### src/rtl/ipi_pkg.sv
// Shared definitions for the doorbell hub: the word map of one agent bank.
package ipi_pkg;
    typedef enum logic [2:0] {
        W_TRIG = 3'd0,
        W_OBS  = 3'd1,
        W_RSV2 = 3'd2,
        W_RSV3 = 3'd3,
        W_STAT = 3'd4,
        W_MASK = 3'd5,
        W_ENA  = 3'd6,
        W_DIS  = 3'd7
    } ipi_word_e;
endpackage

### src/rtl/ipi_decode.sv
// Access decoder. Turns one bus access into one-hot per-agent write strobes
// and a read select, and applies the per-agent secure check.
// Assumes at most one access per cycle; agent indices >= N select nothing.
module ipi_decode
    import ipi_pkg::*;
#(
    parameter int N = 4,
    parameter logic [N-1:0] SECURE_AGENTS = '0,
    parameter int IDX_W = 3
) (
    input  logic             bus_valid,
    input  logic             bus_write,
    input  logic             bus_secure,
    input  logic [IDX_W-1:0] bus_agent,
    input  logic [2:0]       bus_word,
    output logic [N-1:0]     wr_trig,
    output logic [N-1:0]     wr_ack,
    output logic [N-1:0]     wr_ena,
    output logic [N-1:0]     wr_dis,
    output logic [N-1:0]     rd_sel,
    output logic             blocked
);
    logic [N-1:0] hit;
    logic [N-1:0] ok;
    ipi_word_e    word;

    // Select the addressed bank and refuse non-secure access to secure banks.
    always_comb begin
        word = ipi_word_e'(bus_word);
        for (int i = 0; i < N; i++) begin
            hit[i] = bus_valid && (bus_agent == IDX_W'(i));
        end
        blocked = |(hit & SECURE_AGENTS & ~{N{bus_secure}});
        ok      = blocked ? '0 : hit;
        wr_trig = ok & {N{bus_write && (word == W_TRIG)}};
        wr_ack  = ok & {N{bus_write && (word == W_STAT)}};
        wr_ena  = ok & {N{bus_write && (word == W_ENA)}};
        wr_dis  = ok & {N{bus_write && (word == W_DIS)}};
        rd_sel  = ok & {N{!bus_write}};
    end
endmodule

### src/rtl/ipi_pend_matrix.sv
// Pending-notification matrix. Row r holds agent r's status word; the same
// bits read column-wise form each sender's observation word, so an
// acknowledge at the receiver clears the sender's view in the same clock.
// Assumes one-hot wr_trig and wr_ack (a single bus port).
module ipi_pend_matrix #(
    parameter int N = 4
) (
    input  logic         clk,
    input  logic         rst_n,
    input  logic [N-1:0] wr_trig,
    input  logic [N-1:0] wr_ack,
    input  logic [N-1:0] wdata,
    output logic [N-1:0] status [N],
    output logic [N-1:0] obs    [N]
);
    logic [N*N-1:0] pend_flat;

    for (genvar r = 0; r < N; r++) begin : g_row
        logic [N-1:0] set_v;
        logic [N-1:0] clr_v;
        assign set_v = wr_trig & {N{wdata[r]}};
        assign clr_v = wr_ack[r] ? wdata : '0;

        // Update row r: acknowledges clear, triggers set and take priority.
        always_ff @(posedge clk) begin
            if (!rst_n) status[r] <= '0;
            else        status[r] <= (status[r] & ~clr_v) | set_v;
        end
        assign pend_flat[r*N +: N] = status[r];

        for (genvar l = 0; l < N; l++) begin : g_col

            trig_sets_chk: assert property (@(posedge clk) disable iff (!rst_n)
                (wr_trig[l] && wdata[r]) |=> status[r][l]);

            ack_clears_chk: assert property (@(posedge clk) disable iff (!rst_n)
                (wr_ack[r] && wdata[l] && !(wr_trig[l] && wdata[r])) |=> !status[r][l]);
        end
    end

    // Transpose rows into per-sender observation words.
    always_comb begin
        for (int l = 0; l < N; l++) begin
            for (int r = 0; r < N; r++) begin
                obs[l][r] = status[r][l];
            end
        end
    end


    pend_hold_chk: assert property (@(posedge clk) disable iff (!rst_n)
        (wr_trig == '0 && wr_ack == '0) |=> $stable(pend_flat));
endmodule

### src/rtl/ipi_mask_bank.sv
// Per-agent interrupt mask (1 = masked) changed only by set-style and
// clear-style strobes. Assumes wr_ena and wr_dis are never both set for
// the same agent.
module ipi_mask_bank #(
    parameter int N = 4
) (
    input  logic         clk,
    input  logic         rst_n,
    input  logic [N-1:0] wr_ena,
    input  logic [N-1:0] wr_dis,
    input  logic [N-1:0] wdata,
    output logic [N-1:0] mask [N]
);
    logic [N*N-1:0] mask_flat;

    for (genvar a = 0; a < N; a++) begin : g_agent
        // Hold agent a's mask; disable sets bits, enable clears bits.
        always_ff @(posedge clk) begin
            if (!rst_n)         mask[a] <= '1;
            else if (wr_dis[a]) mask[a] <= mask[a] | wdata;
            else if (wr_ena[a]) mask[a] <= mask[a] & ~wdata;
        end
        assign mask_flat[a*N +: N] = mask[a];


        ena_unmask_chk: assert property (@(posedge clk) disable iff (!rst_n)
            wr_ena[a] |=> ((mask[a] & $past(wdata)) == '0));
    end


    mask_hold_chk: assert property (@(posedge clk) disable iff (!rst_n)
        (wr_ena == '0 && wr_dis == '0) |=> $stable(mask_flat));
endmodule

### src/rtl/ipi_hub.sv
// Doorbell interrupt hub top. Decodes the shared register bus, keeps the
// pending matrix and masks, returns read data in the access cycle and
// drives one interrupt per agent. Assumes one access per cycle.
module ipi_hub
    import ipi_pkg::*;
#(
    parameter int N = 4,
    parameter logic [N-1:0] SECURE_AGENTS = 4'b1000,
    localparam int IDX_W = $clog2(N) + 1
) (
    input  logic             clk,
    input  logic             rst_n,
    input  logic             bus_valid,
    input  logic             bus_write,
    input  logic             bus_secure,
    input  logic [IDX_W-1:0] bus_agent,
    input  logic [2:0]       bus_word,
    input  logic [N-1:0]     bus_wdata,
    output logic [N-1:0]     bus_rdata,
    output logic             bus_err,
    output logic [N-1:0]     irq
);
    logic [N-1:0] wr_trig, wr_ack, wr_ena, wr_dis, rd_sel;
    logic [N-1:0] status [N];
    logic [N-1:0] obs    [N];
    logic [N-1:0] mask   [N];

    ipi_decode #(.N(N), .SECURE_AGENTS(SECURE_AGENTS), .IDX_W(IDX_W)) u_dec (
        .bus_valid(bus_valid), .bus_write(bus_write), .bus_secure(bus_secure),
        .bus_agent(bus_agent), .bus_word(bus_word),
        .wr_trig(wr_trig), .wr_ack(wr_ack), .wr_ena(wr_ena), .wr_dis(wr_dis),
        .rd_sel(rd_sel), .blocked(bus_err)
    );

    ipi_pend_matrix #(.N(N)) u_pend (
        .clk(clk), .rst_n(rst_n), .wr_trig(wr_trig), .wr_ack(wr_ack),
        .wdata(bus_wdata), .status(status), .obs(obs)
    );

    ipi_mask_bank #(.N(N)) u_mask (
        .clk(clk), .rst_n(rst_n), .wr_ena(wr_ena), .wr_dis(wr_dis),
        .wdata(bus_wdata), .mask(mask)
    );

    // Interrupt per agent: any set status bit that is not masked.
    for (genvar i = 0; i < N; i++) begin : g_irq
        assign irq[i] = |(status[i] & ~mask[i]);
    end

    // Read mux for the selected bank; everything else reads zero.
    always_comb begin
        bus_rdata = '0;
        for (int i = 0; i < N; i++) begin
            if (rd_sel[i]) begin
                case (ipi_word_e'(bus_word))
                    W_OBS:   bus_rdata = obs[i];
                    W_STAT:  bus_rdata = status[i];
                    W_MASK:  bus_rdata = mask[i];
                    default: bus_rdata = '0;
                endcase
            end
        end
    end


    err_quiet_chk: assert property (@(posedge clk) disable iff (!rst_n)
        bus_err |-> (bus_rdata == '0 && bus_valid));

    reset_idle_chk: assert property (@(posedge clk)
        !rst_n |=> (irq == '0));
endmodule

### config.mk
export PLATFORM = sky130hd
export DESIGN_NAME = ipi_hub
export DESIGN_NICKNAME = d
export VERILOG_FILES = /design/src/rtl/ipi_pkg.sv /design/src/rtl/ipi_decode.sv /design/src/rtl/ipi_pend_matrix.sv /design/src/rtl/ipi_mask_bank.sv /design/src/rtl/ipi_hub.sv
export SDC_FILE = /design/constraint.sdc
export NUM_CORES = 1
export LEC_CHECK = 0
export CAP_MARGIN = 10
export CORE_AREA = 3 3 94 60
export DETAILED_ROUTE_END_ITERATION = 6
export DIE_AREA = 0 0 97 63
export DONT_BUFFER_PORTS = 1
export PLACE_DENSITY = 0.54
export SETUP_SLACK_MARGIN = 0.4
export SYNTH_ARGS = -nofsm -noshare
export SYNTH_HDL_FRONTEND = slang
export SYNTH_HIERARCHICAL = 1
export SYNTH_SLANG_ARGS = --single-unit
### constraint.sdc
create_clock -name clk -period 2 [get_ports clk]
set_clock_uncertainty 0.1 [all_clocks]
set_input_delay 0.1 -clock clk [delete_from_list [all_inputs] [get_ports clk]]
set_output_delay 0.1 -clock clk [all_outputs]
set_load 0.05 [all_outputs]
==> flow_summary.yaml, run 1 <==
cells_and_area:
  syn_to_final_growth_pct: 15.3
  stdcell_area_sq_um: 2470
  utilization_pct: 50.1
  layout_common_cells: "nand2_1, dfxtp_1, inv_1"
  fillers: 464
  insertedDiodeCount: 0
  final_common_cell: "nand2_1"
  nets: 268
  layout-drive-gt1-share_pct: 25.7
  fin_cells: 319
sta:
  fin_ws_ns: 0.0941
  hold_ws_ns: 0.144
  layout_worst_path_cycle_share_pct: 95.3
  clock.fmax_ghz: 0.525
  setup-tns-final_ns: 0
  relSlewSlack_pct: 28.9
  maxSlewViolCount: 0
  max_slew.worst_pin.slew_ns: 1.07
  finalHoldViolCount: 0
  rsz0062_at_grt: "yes"
  period_minus_slack_ns: 1.91
  setup-violations-final: 0
cts:
  cts_root_buf: "clkbuf_8"
  htreeDepth: 2
  cts_tree: "done"
  clk_path_buf_depth: 2
  path_clk_slew_ns: 0.07
  cts_buffers: 5
  clkLatencyLatePin_ns: 0.28
  clock_sinks: 32
global_routing:
  grt_pass1_vias: 1805
  track_usage_pct: 21.4
  grt_max_degree: 33
  use_met1_pct: 33.8
  grt_antenna_before_repair: 0
  grt_pass1_wl_microns: 10200
  use_met3_pct: 4.35
  grt_overflow: 0
  gr-usage-met2_pct: 29.6
  busiest_layer: "met1"
setup_path:
  worstSetupStartpointType: "flop"
  cp.arrival_ns: 1.71
  crit_required_ns: 1.80
  worst-setup-path-type: "flop to output port"
  endpoint_kind: "output port"
  cp_max_fo: 2
floorplanning:
  initial_core_util_pct: 43.5
  io_pins: 24
  dieArea_sq_um: 6110
  die-width_microns: 97
  num_rows: 20
  core-area_sq_um: 4930
  die_h_microns: 63
routing:
  drt_iter0_markers: 225
  drt-total-wl_microns: 6410
  drtPass1Iterations: 5
  wl_per_cell_microns: 20.1
  drc: 0
  vias: 1965
  ant_nets: 0
  vias_per_cell: 6.16
pwr:
  vdd_drop_max_v: 0.000276
  power.density_nw_per_um2: 535
  leakage_nw: 0.943
  power.total_mw: 1.32
min_path:
  hold_class: "primary input to flop"
logic_synthesis:
  synth_area_sq_um: 2140
  ys_seq_area_share_pct: 29.9
  ys_ff_latch: 32
  synth_edf_count: 0
  synth_cells: 250
  async_flop_share_pct: 0
  synth_nets: 265
  dominantRegCellSynth: "dfxtp_1"
  yosys_warnings: 6
  postSynthAreaPerCell_sq_um: 8.57
  synth_cell_types: 36
placed_design:
  gp_congestion: 0.889
  dp_worst_setup_slack_ns: 0.116
  dpl-instance-area_sq_um: 2220
  io_buffer_count: 0
  dp_cells: 300
  hpwl_microns: 4250
status:
  outcome: "finished, final reports clean"
flow_run:
  drv_cap: 0
## report_power, final
group,leakage (nW),switching (mW),internal (mW)
Clock,0.0503,0.234,0.306
Sequential,0.259,0.00112,0.638
Combinational,0.634,0.0868,0.0546
## cells in the mapped netlist, types with 3 or more instances
cell,count,share of area [%]
a31o_1,13,5.3
nor2_1,16,2.8
and3_1,16,4.7
a221o_1,16,7.5
nand2_1,34,6.0
nor4_1,4,1.2
a221oi_1,8,3.3
a21oi_1,4,0.93
nand4bb_1,3,1.6
mux2_1,5,2.6
dfxtp_1,32,30
nand2b_1,5,1.5
mux2_2,3,1.6
o221ai_1,8,3.3
nor3_1,4,0.93
a22oi_1,4,1.4
buf_6,8,4.2
buf_4,18,6.3
a22o_1,8,3.3
inv_1,18,3.2
a31o_2,3,1.2
## metal layers
metal  vias up  wire length [microns]
li1        929                      -
met4         0                     66
met3         9                    470
met5         -                      0
met1       951                   3180
met2        76                   2700
## cell type report
class                      count  area [sq um]  area share [%]
clock buffer                   7          96.3            3.90
inverter                      19          71.3            2.89
multi-input combinational    170          1310            53.0
sequential                    32           656            26.5
tap                           66          82.6            3.34
timing repair buffer          25           256            10.4
## final timing paths
| check | slack, ns | to | cells after the start | start |
|---|---|---|---|---|
| worst min-delay path | 0.14 | flop | 4 | bus_agent[2] |
| worst max-delay path | 0.09 | bus_rdata[0] | 5 | u_pend/obs[12] |
| worst max register to register | 1.03 | flop | 2 | flop |
| worst min register to register | 0.40 | flop | 1 | flop |
## cells by family (layout without fill, tap and decap cells)
| logic type | after synthesis | in the layout | share of synthesized area, % |
|---|---|---|---|
| AOI/OAI and AO/OA | 66 | 66 | 26.6 |
| buffers and inverters | 48 | 51 | 14.5 |
| muxes | 10 | 10 | 5.60 |
| and+or+nand+nor | 94 | 94 | 23.4 |
| DFF | 32 | 32 | 29.9 |
## critical path, stage by stage (launching register included)
cell      delay [ns]
dfxtp_2         0.32
mux2_4          0.26
a22o_1          0.24
a221oi_2        0.36
nor4_4          0.08
buf_12          0.16
## timing repair
action / CTS / global route
pin swaps: 7 / 0
hold buffers: 5 / 0
gates resized for setup: 15 / 4
hold endpoints to repair: 32 / 0
cloned: 0 / 0
endpoints found under the setup margin: 4 / 21
buffers inserted: 7 / 0
Power figures use the tool's default switching activity.
==> inputs of run 2 (changes only) <==
--- a/config.mk
+++ b/config.mk
@@ -11,6 +11,7 @@
 export DIE_AREA = 0 0 97 63
 export DONT_BUFFER_PORTS = 1
 export PLACE_DENSITY = 0.54
+export RECOVER_POWER = 25
 export SETUP_SLACK_MARGIN = 0.4
 export SYNTH_ARGS = -nofsm -noshare
 export SYNTH_HDL_FRONTEND = slang
==> constraint.sdc (replaced) <==
create_clock -name clk -period 2 [get_ports clk]
set_clock_uncertainty 0.1 [all_clocks]
set_input_delay 0.3 -clock clk [delete_from_list [all_inputs] [get_ports clk]]
set_output_delay 0.3 -clock clk [all_outputs]
set_load 0.05 [all_outputs]
==> run 2 against run 1 <==
The run now ends with setup timing left. Critical path depth rose by 2. Clock power rose by 15%. Final cell count rose by 0.63%. Register-to-register slack got worse by 0.10 ns. Sequential cell count did not move. Clock-buffer cell count fell by 2. Sequential share of layout area fell by 1.4 points. Non-clock buffer count rose by 1. Combinational power fell by 19%. Worst setup slack got worse by 0.29 ns.
==> flow_summary.yaml, run 2 (synthesis gave the netlist of run 1 again) <==
status:
  outcome: "complete, but fails checks"
  violations: "setup timing"
global_routing:
  grt_antenna_before_repair: 0
  grt_overflow: 0
  grt_pass1_vias: 1877
  track_usage_pct: 21.7
  grt_max_degree: 34
  grt_pass1_wl_microns: 10400
cts:
  htreeDepth: 2
  cts_buffers: 5
  path_clk_slew_ns: 0.08
  clk_path_buf_depth: 2
  cts-hold-fix-buffers: 0
  clkLatencyLatePin_ns: 0.29
  cts_root_buf: "clkbuf_8"
  clock_sinks: 32
  cts_tree: "done"
sta:
  rsz0062_at_grt: "yes"
  clock.fmax_ghz: 0.454
  finalHoldViolCount: 0
  layout_worst_path_cycle_share_pct: 110
  period_minus_slack_ns: 2.20
  max_slew.worst_pin.slew_ns: 0.453
  setup-violations-final: 4
  fin_ws_ns: -0.201
  hold_ws_ns: 0.0585
  relSlewSlack_pct: 69.6
  maxSlewViolCount: 0
placed_design:
  gp_congestion: 0.905
  io_buffer_count: 0
  hpwl_microns: 4360
routing:
  ant_nets: 0
  vias: 1983
  drt_iter0_markers: 188
  drt-total-wl_microns: 6310
  vias_per_cell: 6.18
  wl_per_cell_microns: 19.7
  drc: 0
  drtPass1Iterations: 4
pwr:
  power.density_nw_per_um2: 527
  leakage_nw: 0.960
  vdd_drop_max_v: 0.000255
setup_path:
  cp_num_buf_inv: 2
  worst-setup-path-type: "primary input to output port"
  critPathSlowestCell: "or4b_4"
  endpoint_kind: "output port"
  worstPathCellList: "or4b_4 -> nor2_1 -> nor3b_4 -> buf_6 -> a221oi_2 -> nor4_4 -> buf_12"
  crit_required_ns: 1.60
  cp_max_fo: 4
  cp.arrival_ns: 1.80
  worstSetupStartpointType: "primary input"
  crit_family: "simple AND/OR/NAND/NOR gates"
  r2r_slack_ns: 0.93
  max_stage_delay_ns: 0.52
  rr_worst_depth: 3
cells_and_area:
  layout-drive-gt1-share_pct: 33.7
  layout_common_cells: "nand2_1, dfxtp_1, inv_1, buf_4"
  utilization_pct: 53.0
  nets: 269
  syn_to_final_growth_pct: 21.8
  insertedDiodeCount: 0
  final_common_cell: "nand2_1"
floorplanning:
  die-width_microns: 97
  die_h_microns: 63
  num_rows: 20
  core-area_sq_um: 4930
  io_pins: 24
  initial_core_util_pct: 43.5
  dieArea_sq_um: 6110
min_path:
  worstHoldPathCells: 1
  holdPathEnd: "u_pend/obs[10]"
  hold_class: "primary input to flop"
  min-delay-start: "rst_n"
flow_run:
  drv_cap: 0
[run 2: repair_timing]
item	in CTS	in global routing
buffers inserted	2	2
endpoints found under the setup margin	8	8
resized for setup	18	20
pin swaps	4	5
[run 2: per-stage QoR]
stage / setup TNS, ns / instances / power, mW / setup slack [ns] / cell area [sq um]
finish: -0.715 / 321 / 1.38 / -0.201 / 2610
global route: -0.907 / 321 / 1.44 / -0.248 / 2610
CTS: -0.784 / 319 / 1.38 / -0.203 / 2520
detailed placement: -0.796 / 309 / 0.757 / -0.251 / 2310
global placement: -0.762 / 309 / 0.757 / -0.246 / 2310
floorplan: -1.18 / 250 / 0.767 / -0.342 / 2250
[run 2: cell type report]
| type | count | area [sq um] |
|---|---|---|
| tap | 66 | 82.6 |
| clock inverter | 3 | 42.5 |
| inverter | 19 | 71.3 |
| multi-input combinational | 170 | 1430 |
| fill | 448 | 2320 |
| timing repair buffer | 26 | 264 |
| sequential | 32 | 657 |
| clock buffer | 5 | 68.8 |
[run 2: where the power goes]
part | internal (mW) | total, mW | switching, mW
clock | 0.369 | 0.624 | 0.256
sequential | 0.637 | 0.638 | 0.00127
combinational | 0.0535 | 0.114 | 0.0602
[run 2: worst max path at each step]
stage	from	to	slack, ns	depth (start not counted)
final	bus_agent[0]	bus_rdata[0]	-0.20	7
after global routing	bus_agent[0]	bus_rdata[0]	-0.25	7
after CTS	bus_agent[0]	bus_rdata[0]	-0.20	7
after detailed placement	bus_agent[0]	bus_rdata[0]	-0.25	6
after global placement	bus_agent[0]	bus_rdata[0]	-0.25	6
after floorplan	bus_agent[0]	bus_rdata[0]	-0.34	5
[run 2: layer usage]
metal / share of wire, % / track usage (%)
met1: 47 / 32.3
met2: 45 / 31.5
met3: 7.8 / 4.79
met4: 0.60 / 5.08
met5: 0 / 0
==> inputs of run 3 (changes only) <==
--- a/config.mk
+++ b/config.mk
@@ -5,10 +5,11 @@
 export SDC_FILE = /design/constraint.sdc
 export NUM_CORES = 1
 export LEC_CHECK = 0
+export ABC_AREA = 1
 export CAP_MARGIN = 10
-export CORE_AREA = 3 3 94 60
+export CORE_AREA = 3 3 97 62
 export DETAILED_ROUTE_END_ITERATION = 6
-export DIE_AREA = 0 0 97 63
+export DIE_AREA = 0 0 100 65
 export DONT_BUFFER_PORTS = 1
 export PLACE_DENSITY = 0.54
 export RECOVER_POWER = 25
==> run 3 against run 2 <==
The run now ends clean. Sequential cell count stayed put. Clock-buffer cell count grew 2. Design area hardly changed.
==> flow_summary.yaml, run 3 <==
global_routing:
  grt_pass1_wl_microns: 11300
  grt_antenna_before_repair: 0
  grt_max_degree: 30
  grt_overflow: 0
  track_usage_pct: 22.8
  grt_pass1_vias: 2120
sta:
  max_slew.worst_pin.slew_ns: 0.572
  setup-tns-final_ns: 0
  layout_worst_path_cycle_share_pct: 87.9
  rsz0062_at_grt: "yes"
  setup-violations-final: 0
  clock.fmax_ghz: 0.569
  maxSlewViolCount: 0
  finalHoldViolCount: 0
  relSlewSlack_pct: 61.7
  period_minus_slack_ns: 1.76
placed_design:
  io_buffer_count: 0
  gp_congestion: 0.959
  hpwl_microns: 4900
  dpl-instance-area_sq_um: 2220
cells_and_area:
  layout_common_cells: "nand2_1, nand3_1, nor2_1"
  multi_input_area_sq_um: 1470
  final_common_cell: "nand2_1"
  nets: 366
  syn_to_final_growth_pct: 14.3
  stdcell_area_sq_um: 2610
  seq_area_sq_um: 678
  layout-drive-gt1-share_pct: 32.2
  insertedDiodeCount: 0
  fillers: 533
cts:
  clkLatencyLatePin_ns: 0.29
  cts_buffers: 5
  path_clk_slew_ns: 0.07
  clock_sinks: 32
  cts_root_buf: "clkbuf_8"
  htreeDepth: 2
  cts_tree: "done"
  clk_path_buf_depth: 2
  cts-hold-fix-buffers: 0
setup_path:
  crit_required_ns: 1.60
  worstSetupStartpointType: "primary input"
  cp.arrival_ns: 1.36
  cp_max_fo: 5
  worst-setup-path-type: "primary input to output port"
  endpoint_kind: "output port"
floorplanning:
  die_h_microns: 65
  dieArea_sq_um: 6500
  num_rows: 20
  core-area_sq_um: 5080
  io_pins: 24
  initial_core_util_pct: 45.0
  die-width_microns: 100
logic_synthesis:
  synth_area_sq_um: 2290
  synth_common_cells: "nand2_1, nand3_1, dfxtp_1"
  synth_nets: 372
  yosysTopAreaCellShare_pct: 28.0
  async_flop_share_pct: 0
  ys_ff_latch: 32
  synth_cell_types: 23
  synth_top_area_cell: "dfxtp_1"
  yosys_warnings: 6
  ys_seq_area_share_pct: 28.0
  synth_cells: 357
  yosys-top-cells-area: "dfxtp_1, nand2_1, nand3_1"
  postSynthAreaPerCell_sq_um: 6.40
  synth_edf_count: 0
  synth.most_common_cell: "nand2_1"
  dominantRegCellSynth: "dfxtp_1"
status:
  outcome: "finished, final reports clean"
min_path:
  hold_class: "primary input to flop"
routing:
  vias_per_cell: 5.57
  drt-total-wl_microns: 7090
  drtPass1Iterations: 5
  drt_iter0_markers: 139
  vias: 2321
  wl_per_cell_microns: 17.0
  ant_nets: 0
  drc: 0
flow_run:
  drv_cap: 0
pwr:
  vdd_drop_max_v: 0.000289
  power.density_nw_per_um2: 499
  leakage_nw: 0.942
run 3: cell count changes after synthesis, moves of 11 or more:
cell / previous run / this run
a21oi_2: 0 / 11
o21ai_0: 2 / 26
a31o_1: 13 / 0
nor2_1: 16 / 30
nand3_1: 1 / 40
nand4_1: 1 / 12
and3_1: 16 / 0
nand2_1: 34 / 99
a21oi_1: 4 / 23
a221o_1: 16 / 0
run 3: where the power goes:
part / switching, mW / internal (mW) / total [mW]
sequential: 0.00204 / 0.634 / 0.636
combinational: 0.0820 / 0.0375 / 0.119
clock: 0.243 / 0.306 / 0.549
total: 0.327 / 0.978 / 1.30
run 3: metrics by stage:
| step | power (mW) | cells | hold slack, ns | setup WS [ns] | utilization, % |
|---|---|---|---|---|---|
| global placement | 0.757 | 400 | 0.329 | 0.213 | 43.7 |
| detailed placement | 0.757 | 400 | 0.332 | 0.207 | 43.7 |
| CTS | 1.31 | 412 | 0.0286 | 0.294 | 48.7 |
| floorplan | 0.771 | 357 | 0.321 | 0.400 | - |
| global route | 1.35 | 417 | 0.0327 | 0.175 | 51.4 |
| finish | 1.30 | 417 | 0.0378 | 0.242 | 51.4 |
run 3: logic make-up (layout without fill, tap and decap cells):
family                 after synthesis  after routing  share of synthesized area (%)
AOI/OAI and AO/OA                   70             70                           18.0
DFF                                 32             32                           28.0
buffers and inverters               62             56                           15.4
and+or+nand+nor                    193            193                           38.5
run 3: worst max-delay path, stage by stage:
cell and delay, ns:
inv_8 0.01, nor2_4 0.16, nand3_1 0.25, nor2_4 0.23
inv_1 0.14, nand3_2 0.14, nand2_4 0.12
run 3: timing repair:
action / CTS / global route
endpoints found under the setup margin: 8 / 8
pin swaps: 10 / 17
setup buffers: 5 / 5
resized for setup: 43 / 36
run 3: worst paths after layout:
path | startpoint | to | slack [ns] | depth (start not counted)
setup / recovery | bus_valid | bus_rdata[2] | 0.24 | 7
hold / removal | bus_wdata[0] | flop | 0.04 | 2
setup reg to reg | u_pend/obs[13] | u_pend/obs[13] | 1.09 | 4
hold reg to reg | flop | flop | 0.36 | 2
run 3: cell type report:
type,count,share of cell area [%]
tap,66,3.16
timing repair buffer,15,5.36
multi-input combinational,263,56.4
clock buffer,7,3.69
inverter,34,5.41
sequential,32,26.0
run 3: metal layers:
layer,up-vias,track usage [%],share of wire [%]
met5,-,0,0
met4,0,5.88,1.6
met3,13,5.27,6.0
met2,66,33.7,42
met1,1087,33.1,50
li1,1155,-,-
